**src/rtl/mor_pkg.sv**
```systemverilog
package mor_pkg;

   // Operand count after one 3:2 compressor level: every full triple becomes two rows.
   function automatic int next_count(input int c);
      return 2 * (c / 3) + (c % 3);
   endfunction

   // Row count entering level l of a tree that starts with n rows.
   function automatic int count_at(input int n, input int l);
      int c;
      c = n;
      for (int i = 0; i < l; i++) c = next_count(c);
      return c;
   endfunction

   // Levels needed to bring n rows down to at most two.
   function automatic int level_total(input int n);
      int c;
      int l;
      c = n;
      l = 0;
      while (c > 2) begin
         c = next_count(c);
         l++;
      end
      return l;
   endfunction

   // Row width at level l: one bit per level above the base, capped at the output width.
   function automatic int width_at(input int base, input int l, input int cap);
      return (base + l > cap) ? cap : base + l;
   endfunction

endpackage

```
**src/rtl/mor_operand_prep.sv**
```systemverilog
module mor_operand_prep #(
   parameter int NUM_OPS = 24,
   parameter int MAG_W   = 15,
   parameter int OUT_W   = 21
) (
   input  logic [NUM_OPS*MAG_W-1:0] op_mag,
   input  logic [NUM_OPS-1:0]       op_neg,
   input  logic [NUM_OPS-1:0]       op_en,
   output logic [MAG_W-1:0]         rows_o [NUM_OPS],
   output logic [OUT_W-1:0]         corr_o
);
   localparam int CNT_W = $clog2(NUM_OPS + 1);

   logic [NUM_OPS-1:0] sub_act;
   logic [CNT_W-1:0]   sub_cnt;
   logic [OUT_W-1:0]   cnt_w;

   assign sub_act = op_neg & op_en;

   // Disabled rows are forced to zero; subtracted rows are inverted at native width.
   for (genvar k = 0; k < NUM_OPS; k++) begin : g_row
      assign rows_o[k] = op_en[k] ? (op_mag[k*MAG_W +: MAG_W] ^ {MAG_W{sub_act[k]}})
                                  : '0;
   end

   always_comb begin
      sub_cnt = '0;
      for (int k = 0; k < NUM_OPS; k++) sub_cnt = sub_cnt + CNT_W'(sub_act[k]);
   end

   // Each inverted row lacks (+1) and carries an implicit -(2^MAG_W) in its sign part.
   assign cnt_w  = OUT_W'(sub_cnt);
   assign corr_o = cnt_w - (cnt_w << MAG_W);

endmodule

```
**src/rtl/mor_csa.sv**
```systemverilog
module mor_csa #(
   parameter int W = 16
) (
   input  logic [W-1:0] a,
   input  logic [W-1:0] b,
   input  logic [W-1:0] c,
   output logic [W-1:0] s,
   output logic [W-1:0] cy
);
   assign s  = a ^ b ^ c;
   // Carry leaves the top bit: at the cap this is the modular wrap, below it that bit is zero.
   assign cy = {(a[W-2:0] & b[W-2:0]) | (a[W-2:0] & c[W-2:0]) | (b[W-2:0] & c[W-2:0]), 1'b0};
endmodule

```
**src/rtl/mor_cla.sv**
```systemverilog
module mor_cla #(
   parameter int W = 21
) (
   input  logic [W-1:0] a,
   input  logic [W-1:0] b,
   output logic [W-1:0] sum
);
   localparam int STG = (W > 1) ? $clog2(W) : 1;

   logic [W-1:0] gg [STG+1];
   logic [W-1:0] pp [STG+1];

   assign gg[0] = a & b;
   assign pp[0] = a ^ b;

   // Parallel-prefix carry lookahead: span doubles each stage.
   for (genvar s = 1; s <= STG; s++) begin : g_stage
      localparam int D = 1 << (s - 1);
      for (genvar i = 0; i < W; i++) begin : g_bit
         if (i >= D) begin : g_merge
            assign gg[s][i] = gg[s-1][i] | (pp[s-1][i] & gg[s-1][i-D]);
            assign pp[s][i] = pp[s-1][i] & pp[s-1][i-D];
         end else begin : g_pass
            assign gg[s][i] = gg[s-1][i];
            assign pp[s][i] = pp[s-1][i];
         end
      end
   end

   assign sum[0] = pp[0][0];
   for (genvar i = 1; i < W; i++) begin : g_sum
      assign sum[i] = pp[0][i] ^ gg[STG][i-1];
   end

endmodule

```
**src/rtl/mor_reduce_adder.sv**
```systemverilog
module mor_reduce_adder #(
   parameter int N_UNITS      = 8,
   parameter int OPS_PER_UNIT = 3,
   parameter int MAG_W        = 15,
   localparam int NUM_OPS     = N_UNITS * OPS_PER_UNIT,
   localparam int OUT_W       = MAG_W + $clog2(NUM_OPS) + 1
) (
   input  logic                     clk,
   input  logic                     rst_n,
   input  logic                     in_valid,
   input  logic [NUM_OPS*MAG_W-1:0] op_mag,
   input  logic [NUM_OPS-1:0]       op_neg,
   input  logic [NUM_OPS-1:0]       op_en,
   output logic                     out_valid,
   output logic [OUT_W-1:0]         out_sum
);
   import mor_pkg::*;

   localparam int LVLS   = level_total(NUM_OPS);
   localparam int LAST_C = count_at(NUM_OPS, LVLS);

   if (N_UNITS < 1)      begin : g_chk_units $error("N_UNITS must be at least 1"); end
   if (OPS_PER_UNIT < 1) begin : g_chk_ops   $error("OPS_PER_UNIT must be at least 1"); end
   if (MAG_W < 2)        begin : g_chk_mag   $error("MAG_W must be at least 2"); end

   logic [MAG_W-1:0] rows  [NUM_OPS];
   logic [OUT_W-1:0] corr;
   logic [OUT_W-1:0] lvl   [LVLS+1][NUM_OPS];
   logic [OUT_W-1:0] fin_a;
   logic [OUT_W-1:0] fin_b;
   logic [OUT_W-1:0] fin_s;
   logic [OUT_W-1:0] fin_c;
   logic [OUT_W-1:0] sum_w;

   mor_operand_prep #(.NUM_OPS(NUM_OPS), .MAG_W(MAG_W), .OUT_W(OUT_W)) u_prep (
      .op_mag (op_mag),
      .op_neg (op_neg),
      .op_en  (op_en),
      .rows_o (rows),
      .corr_o (corr)
   );

   for (genvar k = 0; k < NUM_OPS; k++) begin : g_l0
      assign lvl[0][k] = OUT_W'(rows[k]);
   end

   // Wallace levels: full triples compress, leftovers pass through, widths grow by one.
   for (genvar l = 1; l <= LVLS; l++) begin : g_lvl
      localparam int PC = count_at(NUM_OPS, l - 1);
      localparam int NC = count_at(NUM_OPS, l);
      localparam int G  = PC / 3;
      localparam int R  = PC % 3;
      localparam int WL = width_at(MAG_W, l, OUT_W);
      for (genvar g = 0; g < G; g++) begin : g_grp
         logic [WL-1:0] s_g;
         logic [WL-1:0] c_g;
         mor_csa #(.W(WL)) u_csa (
            .a  (lvl[l-1][3*g][WL-1:0]),
            .b  (lvl[l-1][3*g+1][WL-1:0]),
            .c  (lvl[l-1][3*g+2][WL-1:0]),
            .s  (s_g),
            .cy (c_g)
         );
         assign lvl[l][2*g]   = OUT_W'(s_g);
         assign lvl[l][2*g+1] = OUT_W'(c_g);
      end
      for (genvar r = 0; r < R; r++) begin : g_pass
         assign lvl[l][2*G+r] = lvl[l-1][3*G+r];
      end
      for (genvar k = NC; k < NUM_OPS; k++) begin : g_idle
         assign lvl[l][k] = '0;
      end
   end

   assign fin_a = lvl[LVLS][0];
   if (LAST_C >= 2) begin : g_two
      assign fin_b = lvl[LVLS][1];
   end else begin : g_one
      assign fin_b = '0;
   end

   // Correction row joins in a last full-width compressor ahead of the resolving adder.
   mor_csa #(.W(OUT_W)) u_corr_csa (
      .a  (fin_a),
      .b  (fin_b),
      .c  (corr),
      .s  (fin_s),
      .cy (fin_c)
   );

   mor_cla #(.W(OUT_W)) u_cla (
      .a   (fin_s),
      .b   (fin_c),
      .sum (sum_w)
   );

   always_ff @(posedge clk or negedge rst_n) begin
      if (!rst_n) begin
         out_valid <= 1'b0;
         out_sum   <= '0;
      end else begin
         out_valid <= in_valid;
         if (in_valid) out_sum <= sum_w;
      end
   end

endmodule

```
**config.mk**
```make
export PLATFORM = sky130hd
export DESIGN_NAME = mor_reduce_adder
export DESIGN_NICKNAME = d
export VERILOG_FILES = /design/src/rtl/mor_pkg.sv /design/src/rtl/mor_operand_prep.sv /design/src/rtl/mor_csa.sv /design/src/rtl/mor_cla.sv /design/src/rtl/mor_reduce_adder.sv
export SDC_FILE = /design/constraint.sdc
export NUM_CORES = 1
export LEC_CHECK = 0
export BUFFER_PORTS_ARGS = -buffer_cell sky130_fd_sc_hd__buf_2
export CAP_MARGIN = 20
export CORE_MARGIN = 2
export CORE_UTILIZATION = 40
export DETAILED_ROUTE_END_ITERATION = 6
export GPL_ROUTABILITY_DRIVEN = 0
export PLACE_DENSITY = 0.69
export SLEW_MARGIN = 5
export SYNTH_ARGS = -nofsm -noshare
export SYNTH_HDL_FRONTEND = slang
export SYNTH_HIERARCHICAL = 1
export SYNTH_SLANG_ARGS = --single-unit
```
**constraint.sdc**
```tcl
create_clock -name clk -period 2.3 [get_ports clk]
set_input_delay 0.345 -clock clk [delete_from_list [all_inputs] [get_ports clk]]
set_output_delay 0.345 -clock clk [all_outputs]
set_load 0.01 [all_outputs]
```
==> impl_results.html, run 1 <==
<table>
<tr><th>Metric</th><th>Value</th></tr>
<tr><th colspan="2">Routing</th></tr>
<tr><td>Vias per cell</td><td>4.78</td></tr>
<tr><td>Number of nets still failing antenna checks after routing</td><td>0</td></tr>
<tr><td>Routed Wire Length</td><td>roughly 58000 microns</td></tr>
<tr><td>First-pass DRT Iterations</td><td>5</td></tr>
<tr><td>Met2 wire length</td><td>28400 microns</td></tr>
<tr><td>Drc violations</td><td>0</td></tr>
<tr><td>Highest metal layer used by the detailed router</td><td>met5</td></tr>
<tr><td>WL/cell</td><td>21.8 microns</td></tr>
<tr><td>Number of DRC markers after the initial detailed-route iteration</td><td>664</td></tr>
<tr><td>Overall via count from detail_route</td><td>12642</td></tr>
<tr><td>Metal-1 WL</td><td>24300 microns</td></tr>
<tr><td>Sum of met3 wire segment lengths after detailed routing</td><td>3640 microns</td></tr>
<tr><th colspan="2">Timing</th></tr>
<tr><td>Crit share post-route</td><td>2.93</td></tr>
<tr><td>Unrepaired setup endpoints after global routing</td><td>yes</td></tr>
<tr><td>Transition at the pin with the smallest max-transition slack</td><td>0.718 ns</td></tr>
<tr><td>Count of pins over their slew limit</td><td>0</td></tr>
<tr><td>Worst Setup Slack, final</td><td>-4.44 ns</td></tr>
<tr><td>Minimum period implied by the final worst setup slack</td><td>~6.7 ns</td></tr>
<tr><td>Highest clock frequency the design can meet</td><td>148 MHz</td></tr>
<tr><td>Final setup violation count</td><td>21</td></tr>
<tr><td>Clock Skew</td><td>0 ns</td></tr>
<tr><td>Endpoints failing hold</td><td>0</td></tr>
<tr><td>Slew Limit Headroom</td><td>0.522</td></tr>
<tr><th colspan="2">Clock network</th></tr>
<tr><td>Clock tree buffer depth</td><td>2</td></tr>
<tr><td>Clk pin slew, worst setup/hold paths</td><td>around 0.060 ns</td></tr>
<tr><td>CTS tree</td><td>built</td></tr>
<tr><td>Count of clock tree sinks</td><td>22</td></tr>
<tr><td>Number of buffers added by the clock tree synthesis step</td><td>3</td></tr>
<tr><td>Number of H-tree levels</td><td>1</td></tr>
<tr><td>Cell at the root of the clock tree</td><td>sky130_fd_sc_hd__clkbuf_16</td></tr>
<tr><td>Latest clock arrival within the worst-skew pair</td><td>0.25 ns</td></tr>
<tr><th colspan="2">Placed design</th></tr>
<tr><td>Placed cell areas</td><td>21300 sq um</td></tr>
<tr><td>Port-buffer cells</td><td>~430</td></tr>
<tr><td>Half-perimeter wire length after detailed placement</td><td>between 50000 and 60000 microns</td></tr>
<tr><th colspan="2">Global route</th></tr>
<tr><td>All-Layer GR Usage</td><td>0.266</td></tr>
<tr><td>Via count of the first global-routing pass</td><td>about 15000</td></tr>
<tr><td>Total congestion overflow after global routing</td><td>0</td></tr>
<tr><td>Maximum number of pins on one net before global-route repair</td><td>23</td></tr>
<tr><td>Number of antenna violations at the first check in global routing</td><td>5</td></tr>
<tr><td>Global-route wire length before repair</td><td>86200 microns</td></tr>
<tr><th colspan="2">Floorplan</th></tr>
<tr><td>Area of the die</td><td>44100 sq um</td></tr>
<tr><td>Ports</td><td>433</td></tr>
<tr><td>Total number of placement rows</td><td>75</td></tr>
<tr><td>Initial core utilization</td><td>0.404</td></tr>
<tr><td>Y dimension of the die</td><td>210 microns</td></tr>
<tr><td>Width of the die</td><td>~210 microns</td></tr>
<tr><td>Core ar.</td><td>41900 sq um</td></tr>
<tr><th colspan="2">Layout</th></tr>
<tr><td>Fraction of final layout cells with drive strength greater than 1</td><td>0.353</td></tr>
<tr><td>Post-layout instance area</td><td>21900 sq um</td></tr>
<tr><td>Area growth, synth to finish</td><td>29.1%</td></tr>
<tr><td>Commonest cells after routing, fill and taps aside</td><td>sky130_fd_sc_hd__buf_2, sky130_fd_sc_hd__xor2_1, sky130_fd_sc_hd__and2_1</td></tr>
<tr><td>Final Net Count</td><td>about 2900</td></tr>
<tr><td>Leading cell type in the layout, fill and taps excluded</td><td>sky130_fd_sc_hd__buf_2</td></tr>
<tr><th colspan="2">Worst setup path</th></tr>
<tr><td>Critical path required time</td><td>2.44 ns</td></tr>
<tr><td>Max FO, Critical Path</td><td>6</td></tr>
<tr><td>Worst-case register-to-register setup slack</td><td>1.48 ns</td></tr>
<tr><td>Kind of end point of the critical path</td><td>flip-flop</td></tr>
<tr><td>Crit Path Class</td><td>in2reg</td></tr>
<tr><td>Startpoint kind of the worst setup timing path</td><td>input pin</td></tr>
<tr><td>Worst path arrival time</td><td>6.88 ns</td></tr>
<tr><th colspan="2">Synth</th></tr>
<tr><td>Post-synth EDFFs</td><td>0</td></tr>
<tr><td>Register bit total from synthesis</td><td>22</td></tr>
<tr><td>Post-synth top area share</td><td>0.476</td></tr>
<tr><td>Fraction of registers with async set or reset after synthesis</td><td>1.00</td></tr>
<tr><td>Post-synth top flop</td><td>sky130_fd_sc_hd__dfrtp_1</td></tr>
<tr><td>Synthesized instance count</td><td>between 1500 and 2000</td></tr>
<tr><td>Sequential area share after synthesis</td><td>0.0324</td></tr>
<tr><td>Largest cells by area after synthesis</td><td>sky130_fd_sc_hd__fa_1, sky130_fd_sc_hd__xor2_1, sky130_fd_sc_hd__and2_1</td></tr>
<tr><td>Average footprint of a synthesized cell</td><td>11.1 sq um</td></tr>
<tr><td>Largest area contributor in the netlist</td><td>sky130_fd_sc_hd__fa_1</td></tr>
<tr><td>Post-synthesis cell type count</td><td>48</td></tr>
<tr><td>Area of the mapped netlist</td><td>17000 sq um</td></tr>
<tr><td>Count of warnings emitted by yosys</td><td>6</td></tr>
<tr><th colspan="2">Run status</th></tr>
<tr><td>Outcome</td><td>finished with violations</td></tr>
<tr><td>Violated checks</td><td>setup timing</td></tr>
<tr><th colspan="2">Run</th></tr>
<tr><td>Number of max-cap violations</td><td>0</td></tr>
<tr><th colspan="2">Min path</th></tr>
<tr><td>Hold crit path type</td><td>in2async</td></tr>
</table>
worst max-delay path, cell delays in order:
cell and delay (ns):
sky130_fd_sc_hd__buf_12 0.11, sky130_fd_sc_hd__buf_12 0.14, sky130_fd_sc_hd__xor2_1 0.16, sky130_fd_sc_hd__and2_4 0.16, sky130_fd_sc_hd__fa_1 0.52, sky130_fd_sc_hd__fa_1 0.53
sky130_fd_sc_hd__fa_2 0.62, sky130_fd_sc_hd__fa_1 0.45, sky130_fd_sc_hd__fa_1 0.51, sky130_fd_sc_hd__fa_1 0.43, sky130_fd_sc_hd__fa_1 0.48, sky130_fd_sc_hd__fa_1 0.59
sky130_fd_sc_hd__ha_4 0.23, sky130_fd_sc_hd__buf_4 0.15, sky130_fd_sc_hd__a211oi_4 0.28, sky130_fd_sc_hd__o21ai_2 0.12, sky130_fd_sc_hd__a21boi_2 0.19, sky130_fd_sc_hd__o221ai_2 0.15
sky130_fd_sc_hd__buf_4 0.16, sky130_fd_sc_hd__a211oi_2 0.19, sky130_fd_sc_hd__xnor2_1 0.08, sky130_fd_sc_hd__mux2_4 0.26
per-stage QoR:
stage	cells	setup WS, ns	hold WS [ns]	util	setup TNS (ns)
finish	2647	-4.44	0.0572	0.522	-85.88
global placement	2626	-4.75	0.353	0.507	-91.25
floorplan	1602	-4.22	0.0494	-	-80.28
detailed placement	2626	-4.85	0.351	0.507	-92.72
CTS	2640	-4.39	0.0775	0.518	-84.92
global route	2645	-4.58	0.0900	0.522	-88.54
routing by layer:
metal,vias to the layer above,GRT usage
met5,-,0
met4,6,0.0477
met3,64,0.0381
met2,508,0.465
met1,6408,0.358
li1,5656,-
what timing repair did:
item                                    in CTS  in global routing
buffers inserted                             9                  5
gates cloned                                 1                  0
hold buffers                                 0                  0
gates resized for setup                     78                 32
pin swaps                                   22                 19
endpoints found under the hold margin        0                  0
endpoints found under the setup margin      21                 21
final timing paths:
path                                    startpoint                       to  cells after the start
setup / recovery                         op_neg[5]  out_sum[16]$_DFFE_PN0P_                     22
hold / removal                               rst_n      out_valid$_DFF_PN0_                      1
setup reg to reg           out_sum[20]$_DFFE_PN0P_  out_sum[20]$_DFFE_PN0P_                      1
hold reg to reg             out_sum[6]$_DFFE_PN0P_   out_sum[6]$_DFFE_PN0P_                      1
max in group asynchronous                    rst_n  out_sum[14]$_DFFE_PN0P_                      1
min in group clk            out_sum[6]$_DFFE_PN0P_   out_sum[6]$_DFFE_PN0P_                      1
registers in the layout (all words and copies together), names as in the netlist:
name and count:
out_sum 21, out_valid 1
logic make-up (layout without fill, tap and decap cells):
group / count (synthesis) / after routing / share of synthesized area
other: 25 / 104 / 0.00553
buffers and inverters: 132 / 636 / 0.0412
and+or+nand+nor: 428 / 428 / 0.151
muxes: 22 / 22 / 0.0190
DFF: 22 / 22 / 0.0324
adders and majority gates: 430 / 430 / 0.495
xor gates and xnor gates: 406 / 406 / 0.230
AOI/OAI and AO/OA: 60 / 60 / 0.0251
Yosys cell counts, types with 2 or more instances:
cell	n
sky130_fd_sc_hd__ha_1	27
sky130_fd_sc_hd__nor2b_1	3
sky130_fd_sc_hd__buf_6	2
sky130_fd_sc_hd__dfrtp_1	22
sky130_fd_sc_hd__and3_1	3
sky130_fd_sc_hd__fa_1	403
sky130_fd_sc_hd__a21o_2	2
sky130_fd_sc_hd__o21ai_0	11
sky130_fd_sc_hd__xnor2_1	15
sky130_fd_sc_hd__xor3_1	23
sky130_fd_sc_hd__nand2_1	32
sky130_fd_sc_hd__o21a_1	4
sky130_fd_sc_hd__mux2_4	20
sky130_fd_sc_hd__xor2_1	368
sky130_fd_sc_hd__inv_1	24
sky130_fd_sc_hd__clkbuf_1	24
sky130_fd_sc_hd__a21oi_2	2
sky130_fd_sc_hd__nor2_1	13
sky130_fd_sc_hd__and2_1	368
sky130_fd_sc_hd__a21o_1	6
sky130_fd_sc_hd__buf_4	34
sky130_fd_sc_hd__a21oi_1	15
sky130_fd_sc_hd__o211ai_1	3
sky130_fd_sc_hd__buf_2	48
sky130_fd_sc_hd__nand2b_1	2
sky130_fd_sc_hd__a31oi_1	2
sky130_fd_sc_hd__a211oi_1	4
sky130_fd_sc_hd__conb_1	25
cell type report:
class | count | area, sq um
Tap cell | 539 | 674
Timing Repair Buffer | 608 | 3960
Sequential cell | 22 | 551
Clock buffer | 4 | 88.8
Antenna cell | 2 | 5.00
Inverter | 24 | 90.1
Fill cell | 3705 | 20000
Multi-Input combinational cell | 1448 | 16500
Power of run 1 is left out: the tool's default activity adds up to more than one toggle a clock period on the data nets, which glitch-free logic cannot reach.
==> run 2: changes to the inputs <==
ABC_AREA = 1   (was unset)
==> run 2 against run 1 <==
The flow still finishes with violations (setup timing). Via count grew 22%. Register-to-register slack better by 0.16 ns. Sequential share of layout area down 0.18 points. Utilization up 3.7 points. Worst setup slack gained 0.58 ns. Die area up 1.1%. Wire length rose by 15%. Worst hold slack better by 0.0025 ns. First-iteration DRC count is 68% higher. Fmax up 9.5%. Final cell count rose by 19%. Non-clock buffer count increased by 41. Largest cell class unchanged. Highest routed layer unchanged.
==> impl_results.html, run 2 <==
<table>
<tr><th>Metric</th><th>Value</th></tr>
<tr><th colspan="2">Timing</th></tr>
<tr><td>Endpoints failing hold</td><td>0</td></tr>
<tr><td>Minimum period implied by the final worst setup slack</td><td>6.16 ns</td></tr>
<tr><td>Worst Setup Slack, final</td><td>-3.86 ns</td></tr>
<tr><td>Unrepaired setup endpoints after global routing</td><td>yes</td></tr>
<tr><td>Transition at the pin with the smallest max-transition slack</td><td>0.514 ns</td></tr>
<tr><td>Final setup violation count</td><td>21</td></tr>
<tr><td>Slew Limit Headroom</td><td>0.657</td></tr>
<tr><td>Clock Skew</td><td>0 ns</td></tr>
<tr><td>Count of pins over their slew limit</td><td>0</td></tr>
<tr><td>Highest clock frequency the design can meet</td><td>162 MHz</td></tr>
<tr><td>Crit share post-route</td><td>2.68</td></tr>
<tr><th colspan="2">Synth</th></tr>
<tr><td>Count of warnings emitted by yosys</td><td>6</td></tr>
<tr><td>Average footprint of a synthesized cell</td><td>between 8 and 9 sq um</td></tr>
<tr><td>Area of the mapped netlist</td><td>17200 sq um</td></tr>
<tr><td>Register bit total from synthesis</td><td>22</td></tr>
<tr><td>Synthesized instance count</td><td>1926</td></tr>
<tr><td>Largest area contributor in the netlist</td><td>sky130_fd_sc_hd__fa_1</td></tr>
<tr><td>Sequential area share after synthesis</td><td>0.0321</td></tr>
<tr><td>Fraction of registers with async set or reset after synthesis</td><td>1.00</td></tr>
<tr><td>Post-synth EDFFs</td><td>0</td></tr>
<tr><td>Most frequent cell after synthesis</td><td>sky130_fd_sc_hd__fa_1</td></tr>
<tr><td>Post-synthesis cell type count</td><td>25</td></tr>
<tr><td>Post-synth top area share</td><td>0.470</td></tr>
<tr><td>Post-synth top flop</td><td>sky130_fd_sc_hd__dfrtp_1</td></tr>
<tr><td>Most used standard cells in the synthesized netlist</td><td>sky130_fd_sc_hd__fa_1, sky130_fd_sc_hd__nor2_1, sky130_fd_sc_hd__xnor2_1, sky130_fd_sc_hd__nand2_1, sky130_fd_sc_hd__inv_1</td></tr>
<tr><td>Largest cells by area after synthesis</td><td>sky130_fd_sc_hd__fa_1, sky130_fd_sc_hd__xnor2_1, sky130_fd_sc_hd__nor2_1</td></tr>
<tr><th colspan="2">Placed design</th></tr>
<tr><td>Port-buffer cells</td><td>432</td></tr>
<tr><td>Half-perimeter wire length after detailed placement</td><td>between 50000 and 60000 microns</td></tr>
<tr><td>Placed cell areas</td><td>21700 sq um</td></tr>
<tr><th colspan="2">Floorplan</th></tr>
<tr><td>Initial core utilization</td><td>0.407</td></tr>
<tr><td>Total number of placement rows</td><td>75</td></tr>
<tr><td>Core ar.</td><td>42100 sq um</td></tr>
<tr><td>Y dimension of the die</td><td>211 microns</td></tr>
<tr><td>Ports</td><td>433</td></tr>
<tr><td>Area of the die</td><td>44600 sq um</td></tr>
<tr><td>Width of the die</td><td>211 microns</td></tr>
<tr><th colspan="2">Routing</th></tr>
<tr><td>WL/cell</td><td>20.9 microns</td></tr>
<tr><td>Routed Wire Length</td><td>65900 microns</td></tr>
<tr><td>First-pass DRT Iterations</td><td>5</td></tr>
<tr><td>Drc violations</td><td>0</td></tr>
<tr><td>Vias per cell</td><td>4.87</td></tr>
<tr><td>Number of DRC markers after the initial detailed-route iteration</td><td>1115</td></tr>
<tr><td>Overall via count from detail_route</td><td>15381</td></tr>
<tr><td>Number of nets still failing antenna checks after routing</td><td>0</td></tr>
<tr><th colspan="2">Worst setup path</th></tr>
<tr><td>Worst path buffer plus inverter count</td><td>3</td></tr>
<tr><td>Largest stage delay on the critical path</td><td>approximately 0.61 ns</td></tr>
<tr><td>Critical path required time</td><td>~2.5 ns</td></tr>
<tr><td>Worst R2R Start</td><td>out_sum[10]$_DFFE_PN0P_</td></tr>
<tr><td>Slowest stage cell on the critical path</td><td>sky130_fd_sc_hd__fa_1</td></tr>
<tr><td>Timing startpoint of the critical path</td><td>op_en[12]</td></tr>
<tr><td>Max FO, Critical Path</td><td>5</td></tr>
<tr><td>Category of cells accounting for the largest share of critical-path delay</td><td>adder cells</td></tr>
<tr><td>Kind of end point of the critical path</td><td>flip-flop</td></tr>
<tr><td>Crit Path Class</td><td>in2reg</td></tr>
<tr><td>List of cells traversed by the critical path</td><td>buf_8 -&gt; clkinvlp_4 -&gt; buf_12 -&gt; nor2_4 -&gt; fa_2 -&gt; fa_1 -&gt; fa_1 -&gt; fa_1 -&gt; fa_2 -&gt; fa_1 -&gt; fa_2 -&gt; fa_2 -&gt; ha_4 -&gt; nand2_4 -&gt; nand2_4 -&gt; nand2_2 -&gt; and2_4 -&gt; nor2_1 -&gt; nor2_1 -&gt; nand2_1 -&gt; nand2_1 -&gt; nand2_2 -&gt; nand2_1 -&gt; nand2_1</td></tr>
<tr><td>Worst path arrival time</td><td>6.30 ns</td></tr>
<tr><td>Worst-case register-to-register setup slack</td><td>1.64 ns</td></tr>
<tr><td>Startpoint kind of the worst setup timing path</td><td>input pin</td></tr>
<tr><th colspan="2">Layout</th></tr>
<tr><td>Largest registers</td><td>out_sum: 21 flops, out_valid: 1 flops</td></tr>
<tr><td>Post-layout instance area</td><td>23600 sq um</td></tr>
<tr><td>Final Net Count</td><td>~3500</td></tr>
<tr><td>Commonest cells after routing, fill and taps aside</td><td>sky130_fd_sc_hd__buf_2, sky130_fd_sc_hd__nor2_1, sky130_fd_sc_hd__fa_1</td></tr>
<tr><td>Max FFs per register</td><td>21</td></tr>
<tr><td>Layout fillers</td><td>3564</td></tr>
<tr><td>Area growth, synth to finish</td><td>37.4%</td></tr>
<tr><td>Largest register by flop count</td><td>out_sum</td></tr>
<tr><td>Fraction of final layout cells with drive strength greater than 1</td><td>0.371</td></tr>
<tr><td>Leading cell type in the layout, fill and taps excluded</td><td>sky130_fd_sc_hd__buf_2</td></tr>
<tr><th colspan="2">Global route</th></tr>
<tr><td>Total congestion overflow after global routing</td><td>0</td></tr>
<tr><td>All-Layer GR Usage</td><td>0.298</td></tr>
<tr><td>Maximum number of pins on one net before global-route repair</td><td>24</td></tr>
<tr><td>Via count of the first global-routing pass</td><td>17021</td></tr>
<tr><td>Global-route wire length before repair</td><td>about 98000 microns</td></tr>
<tr><td>Number of antenna violations at the first check in global routing</td><td>18</td></tr>
<tr><th colspan="2">Clock network</th></tr>
<tr><td>Number of H-tree levels</td><td>1</td></tr>
<tr><td>Count of clock tree sinks</td><td>22</td></tr>
<tr><td>Clock tree buffer depth</td><td>2</td></tr>
<tr><td>Latest clock arrival within the worst-skew pair</td><td>0.25 ns</td></tr>
<tr><td>Number of buffers added by the clock tree synthesis step</td><td>3</td></tr>
<tr><td>CTS tree</td><td>built</td></tr>
<tr><td>Cell at the root of the clock tree</td><td>sky130_fd_sc_hd__clkbuf_16</td></tr>
<tr><td>Clk pin slew, worst setup/hold paths</td><td>~0.06 ns</td></tr>
<tr><th colspan="2">Min path</th></tr>
<tr><td>Hold crit path type</td><td>in2async</td></tr>
<tr><th colspan="2">Run status</th></tr>
<tr><td>Violated checks</td><td>setup timing</td></tr>
<tr><td>Outcome</td><td>finished with violations</td></tr>
<tr><th colspan="2">Run</th></tr>
<tr><td>Number of max-cap violations</td><td>0</td></tr>
</table>
-- run 2: per-stage QoR --
step / hold slack, ns / setup slack [ns] / utilization / setup TNS [ns] / instances
final: 0.0598 / -3.86 / 0.559 / -76.79 / 3161
after global routing: 0.0977 / -4.05 / 0.559 / -80.15 / 3155
after CTS: 0.0725 / -3.85 / 0.534 / -76.33 / 3123
after detailed placement: 0.345 / -4.27 / 0.515 / -83.99 / 3105
after global placement: 0.342 / -4.23 / 0.515 / -83.19 / 3105
after floorplan: 0.0494 / -3.65 / - / -69.94 / 2067
-- run 2: cell families (layout without fill, tap and decap cells) --
| group | after synthesis | in the layout | synth area share |
|---|---|---|---|
| simple gates | 772 | 772 | 0.177 |
| fa+ha+maj | 430 | 430 | 0.490 |
| xor+xnor | 372 | 372 | 0.190 |
| buf+inv | 284 | 826 | 0.0989 |
| other cells | 25 | 179 | 0.00547 |
| flops | 22 | 22 | 0.0321 |
| compound gates | 21 | 21 | 0.00693 |
-- run 2: repair_timing --
action                                  in CTS  in global routing
hold buffers                                 0                  0
buffers inserted                            15                 24
pin swaps                                   98                145
cloned                                       2                  2
endpoints found under the setup margin      21                 21
gates resized for setup                    140                205
-- run 2: area by class of cell --
class | count | area [sq um] | area share
Antenna cell | 13 | 32.5 | 0.00138
Clock buffer | 3 | 75.1 | 0.00318
Inverter | 174 | 678 | 0.0288
Multi-Input combinational cell | 1761 | 16900 | 0.716
Sequential cell | 22 | 551 | 0.0234
Tap cell | 539 | 674 | 0.0286
Timing Repair Buffer | 649 | 4680 | 0.198
-- run 2: final timing paths --
kind	endpoint	cells after the start
hold / removal	out_sum[3]$_DFFE_PN0P_	1
min in group clk	out_valid$_DFF_PN0_	1
hold reg to reg	out_sum[6]$_DFFE_PN0P_	2
setup / recovery	out_sum[16]$_DFFE_PN0P_	24
setup reg to reg	out_sum[10]$_DFFE_PN0P_	2
max in group asynchronous	out_sum[10]$_DFFE_PN0P_	1
-- run 2: metal layers --
layer,track usage,routed length (microns),vias up
met5,0,64,-
met4,0.125,3460,10
met3,0.0468,5700,202
met2,0.515,32200,874
met1,0.370,24500,7479
li1,-,-,6816
Power of run 2 is left out for the same reason.
==> run 3: changes to the inputs <==
MAX_ROUTING_LAYER = met4   (was unset)
==> run 3 against run 2 <==
Cell area hardly changed. Largest cell class unchanged. Utilization about the same. Critical endpoint is now out_sum[9]$_DFFE_PN0P_. The run still ends with setup timing left. Wire length shrank 0.31%.
==> impl_results.html, run 3 (synthesis results as in run 2) <==
<table>
<tr><th>Metric</th><th>Value</th></tr>
<tr><th colspan="2">Timing</th></tr>
<tr><td>Highest clock frequency the design can meet</td><td>162 MHz</td></tr>
<tr><td>Crit share post-route</td><td>2.69</td></tr>
<tr><td>Minimum period implied by the final worst setup slack</td><td>6.18 ns</td></tr>
<tr><td>Transition at the pin with the smallest max-transition slack</td><td>0.512 ns</td></tr>
<tr><td>Unrepaired setup endpoints after global routing</td><td>yes</td></tr>
<tr><td>Endpoints failing hold</td><td>0</td></tr>
<tr><td>Slew Limit Headroom</td><td>0.659</td></tr>
<tr><td>Clock Skew</td><td>0 ns</td></tr>
<tr><td>Count of pins over their slew limit</td><td>0</td></tr>
<tr><td>Worst Setup Slack, final</td><td>-3.88 ns</td></tr>
<tr><td>Final setup violation count</td><td>21</td></tr>
<tr><th colspan="2">Worst setup path</th></tr>
<tr><td>Most Frequent Cell on Critical Path</td><td>sky130_fd_sc_hd__fa_1</td></tr>
<tr><td>List of cells traversed by the critical path</td><td>buf_8 -&gt; buf_8 -&gt; buf_4 -&gt; xnor2_1 -&gt; nor2_1 -&gt; fa_1 -&gt; fa_2 -&gt; fa_1 -&gt; fa_2 -&gt; fa_1 -&gt; fa_1 -&gt; fa_1 -&gt; fa_1 -&gt; ha_4 -&gt; nand2_1 -&gt; nand2_2 -&gt; a21oi_4 -&gt; nand3_2 -&gt; buf_4 -&gt; xor2_2 -&gt; nand2_1 -&gt; nand2_1</td></tr>
<tr><td>Worst path arrival time</td><td>6.33 ns</td></tr>
<tr><td>Crit Path Class</td><td>in2reg</td></tr>
<tr><td>Max FO, Critical Path</td><td>7</td></tr>
<tr><td>Category of cells accounting for the largest share of critical-path delay</td><td>adder cells</td></tr>
<tr><td>Startpoint kind of the worst setup timing path</td><td>input pin</td></tr>
<tr><td>Worst path buffer plus inverter count</td><td>4</td></tr>
<tr><td>Largest stage delay on the critical path</td><td>approximately 0.6 ns</td></tr>
<tr><td>Slowest stage cell on the critical path</td><td>sky130_fd_sc_hd__fa_2</td></tr>
<tr><td>Worst R2R Start</td><td>out_sum[10]$_DFFE_PN0P_</td></tr>
<tr><td>Timing startpoint of the critical path</td><td>op_neg[2]</td></tr>
<tr><td>Critical path required time</td><td>2.45 ns</td></tr>
<tr><td>Kind of end point of the critical path</td><td>flip-flop</td></tr>
<tr><th colspan="2">Layout</th></tr>
<tr><td>Commonest cells after routing, fill and taps aside</td><td>sky130_fd_sc_hd__buf_2, sky130_fd_sc_hd__nor2_1, sky130_fd_sc_hd__fa_1</td></tr>
<tr><td>FF+latch area</td><td>551 sq um</td></tr>
<tr><td>Area growth, synth to finish</td><td>37.4%</td></tr>
<tr><td>Max FFs per register</td><td>21</td></tr>
<tr><td>Layout fillers</td><td>3568</td></tr>
<tr><td>Largest register by flop count</td><td>out_sum</td></tr>
<tr><td>Final Net Count</td><td>3457</td></tr>
<tr><td>Total area of multi-input combinational cells</td><td>16900 sq um</td></tr>
<tr><td>Fraction of final layout cells with drive strength greater than 1</td><td>0.370</td></tr>
<tr><td>Leading cell type in the layout, fill and taps excluded</td><td>sky130_fd_sc_hd__buf_2</td></tr>
<tr><td>Largest registers</td><td>out_sum: 21 flops, out_valid: 1 flops</td></tr>
<tr><th colspan="2">Clock network</th></tr>
<tr><td>Number of H-tree levels</td><td>1</td></tr>
<tr><td>Clock tree buffer depth</td><td>2</td></tr>
<tr><td>Count of clock tree sinks</td><td>22</td></tr>
<tr><td>Hold Buf Count CTS</td><td>0</td></tr>
<tr><td>CTS tree</td><td>built</td></tr>
<tr><td>Number of buffers added by the clock tree synthesis step</td><td>3</td></tr>
<tr><td>Clk pin slew, worst setup/hold paths</td><td>around 0.060 ns</td></tr>
<tr><td>Latest clock arrival within the worst-skew pair</td><td>0.25 ns</td></tr>
<tr><td>Cell at the root of the clock tree</td><td>sky130_fd_sc_hd__clkbuf_16</td></tr>
<tr><th colspan="2">Routing</th></tr>
<tr><td>Overall via count from detail_route</td><td>~15000</td></tr>
<tr><td>Drc violations</td><td>0</td></tr>
<tr><td>Number of nets still failing antenna checks after routing</td><td>0</td></tr>
<tr><td>WL/cell</td><td>20.7 microns</td></tr>
<tr><td>Routed Wire Length</td><td>65700 microns</td></tr>
<tr><td>Vias per cell</td><td>4.85</td></tr>
<tr><td>Number of DRC markers after the initial detailed-route iteration</td><td>between 1000 and 1500</td></tr>
<tr><td>First-pass DRT Iterations</td><td>6</td></tr>
<tr><th colspan="2">Floorplan</th></tr>
<tr><td>Initial core utilization</td><td>0.407</td></tr>
<tr><td>Core ar.</td><td>42100 sq um</td></tr>
<tr><td>Width of the die</td><td>211 microns</td></tr>
<tr><td>Ports</td><td>433</td></tr>
<tr><td>Area of the die</td><td>44600 sq um</td></tr>
<tr><td>Total number of placement rows</td><td>75</td></tr>
<tr><td>Y dimension of the die</td><td>211 microns</td></tr>
<tr><th colspan="2">Run status</th></tr>
<tr><td>Outcome</td><td>finished with violations</td></tr>
<tr><td>Violated checks</td><td>setup timing</td></tr>
<tr><th colspan="2">Placed design</th></tr>
<tr><td>Port-buffer cells</td><td>432</td></tr>
<tr><td>Half-perimeter wire length after detailed placement</td><td>56700 microns</td></tr>
<tr><td>Worst slack at placement</td><td>-4.27 ns</td></tr>
<tr><th colspan="2">Global route</th></tr>
<tr><td>Via count of the first global-routing pass</td><td>17021</td></tr>
<tr><td>All-Layer GR Usage</td><td>0.306</td></tr>
<tr><td>Number of antenna violations at the first check in global routing</td><td>17</td></tr>
<tr><td>Global-route wire length before repair</td><td>approximately 100000 microns</td></tr>
<tr><td>Total congestion overflow after global routing</td><td>0</td></tr>
<tr><td>Maximum number of pins on one net before global-route repair</td><td>24</td></tr>
<tr><th colspan="2">Min path</th></tr>
<tr><td>Hold crit path type</td><td>in2async</td></tr>
<tr><th colspan="2">Run</th></tr>
<tr><td>Number of max-cap violations</td><td>0</td></tr>
</table>
[run 3: layout make-up]
cell class,instances,area share
Antenna cell,18,0.00191
Clock buffer,3,0.00319
Sequential cell,22,0.0234
Tap cell,539,0.0286
Timing Repair Buffer,654,0.198
Inverter,174,0.0287
Multi-Input combinational cell,1761,0.717
[run 3: layer usage]
metal	track usage	wire length (microns)	part of all wire
met5	-	0	0
met4	0.124	3360	0.051
met3	0.0506	5250	0.080
met2	0.515	32300	0.49
met1	0.367	24800	0.38
[run 3: timing repair]
action	CTS	global route
gates resized for setup	140	197
endpoints found under the setup margin	21	21
setup buffers	15	32
gates cloned	2	0
endpoints found under the hold margin	0	0
pin swaps	98	126
[run 3: final timing paths]
kind | endpoint | slack, ns | cells after the start
worst max-delay path | out_sum[9]$_DFFE_PN0P_ | -3.88 | 22
worst min-delay path | out_sum[9]$_DFFE_PN0P_ | 0.06 | 1
worst max register to register | out_sum[10]$_DFFE_PN0P_ | 1.64 | 2
worst min register to register | out_sum[6]$_DFFE_PN0P_ | 0.47 | 2
max in group asynchronous | out_sum[10]$_DFFE_PN0P_ | 1.90 | 1
min in group clk | out_valid$_DFF_PN0_ | 0.44 | 1
[run 3: worst register-to-register path: stages (launching register included)]
cell	delay [ns]
sky130_fd_sc_hd__dfrtp_1	0.41
sky130_fd_sc_hd__nand2_1	0.08
sky130_fd_sc_hd__nand2_1	0.06
[run 3: through the flow]
step	hold slack (ns)	TNS, ns	utilization	area, sq um	cells
2_1_floorplan	0.0494	-69.94	-	18200	2067
3_3_place_gp	0.342	-83.19	0.515	21700	3105
6_report	0.0566	-76.77	0.559	23600	3171
5_1_grt	0.0977	-80.20	0.559	23600	3170
4_1_cts	0.0725	-76.33	0.534	22500	3123
3_5_place_dp	0.345	-83.99	0.515	21700	3105
Power of run 3 is left out for the same reason.
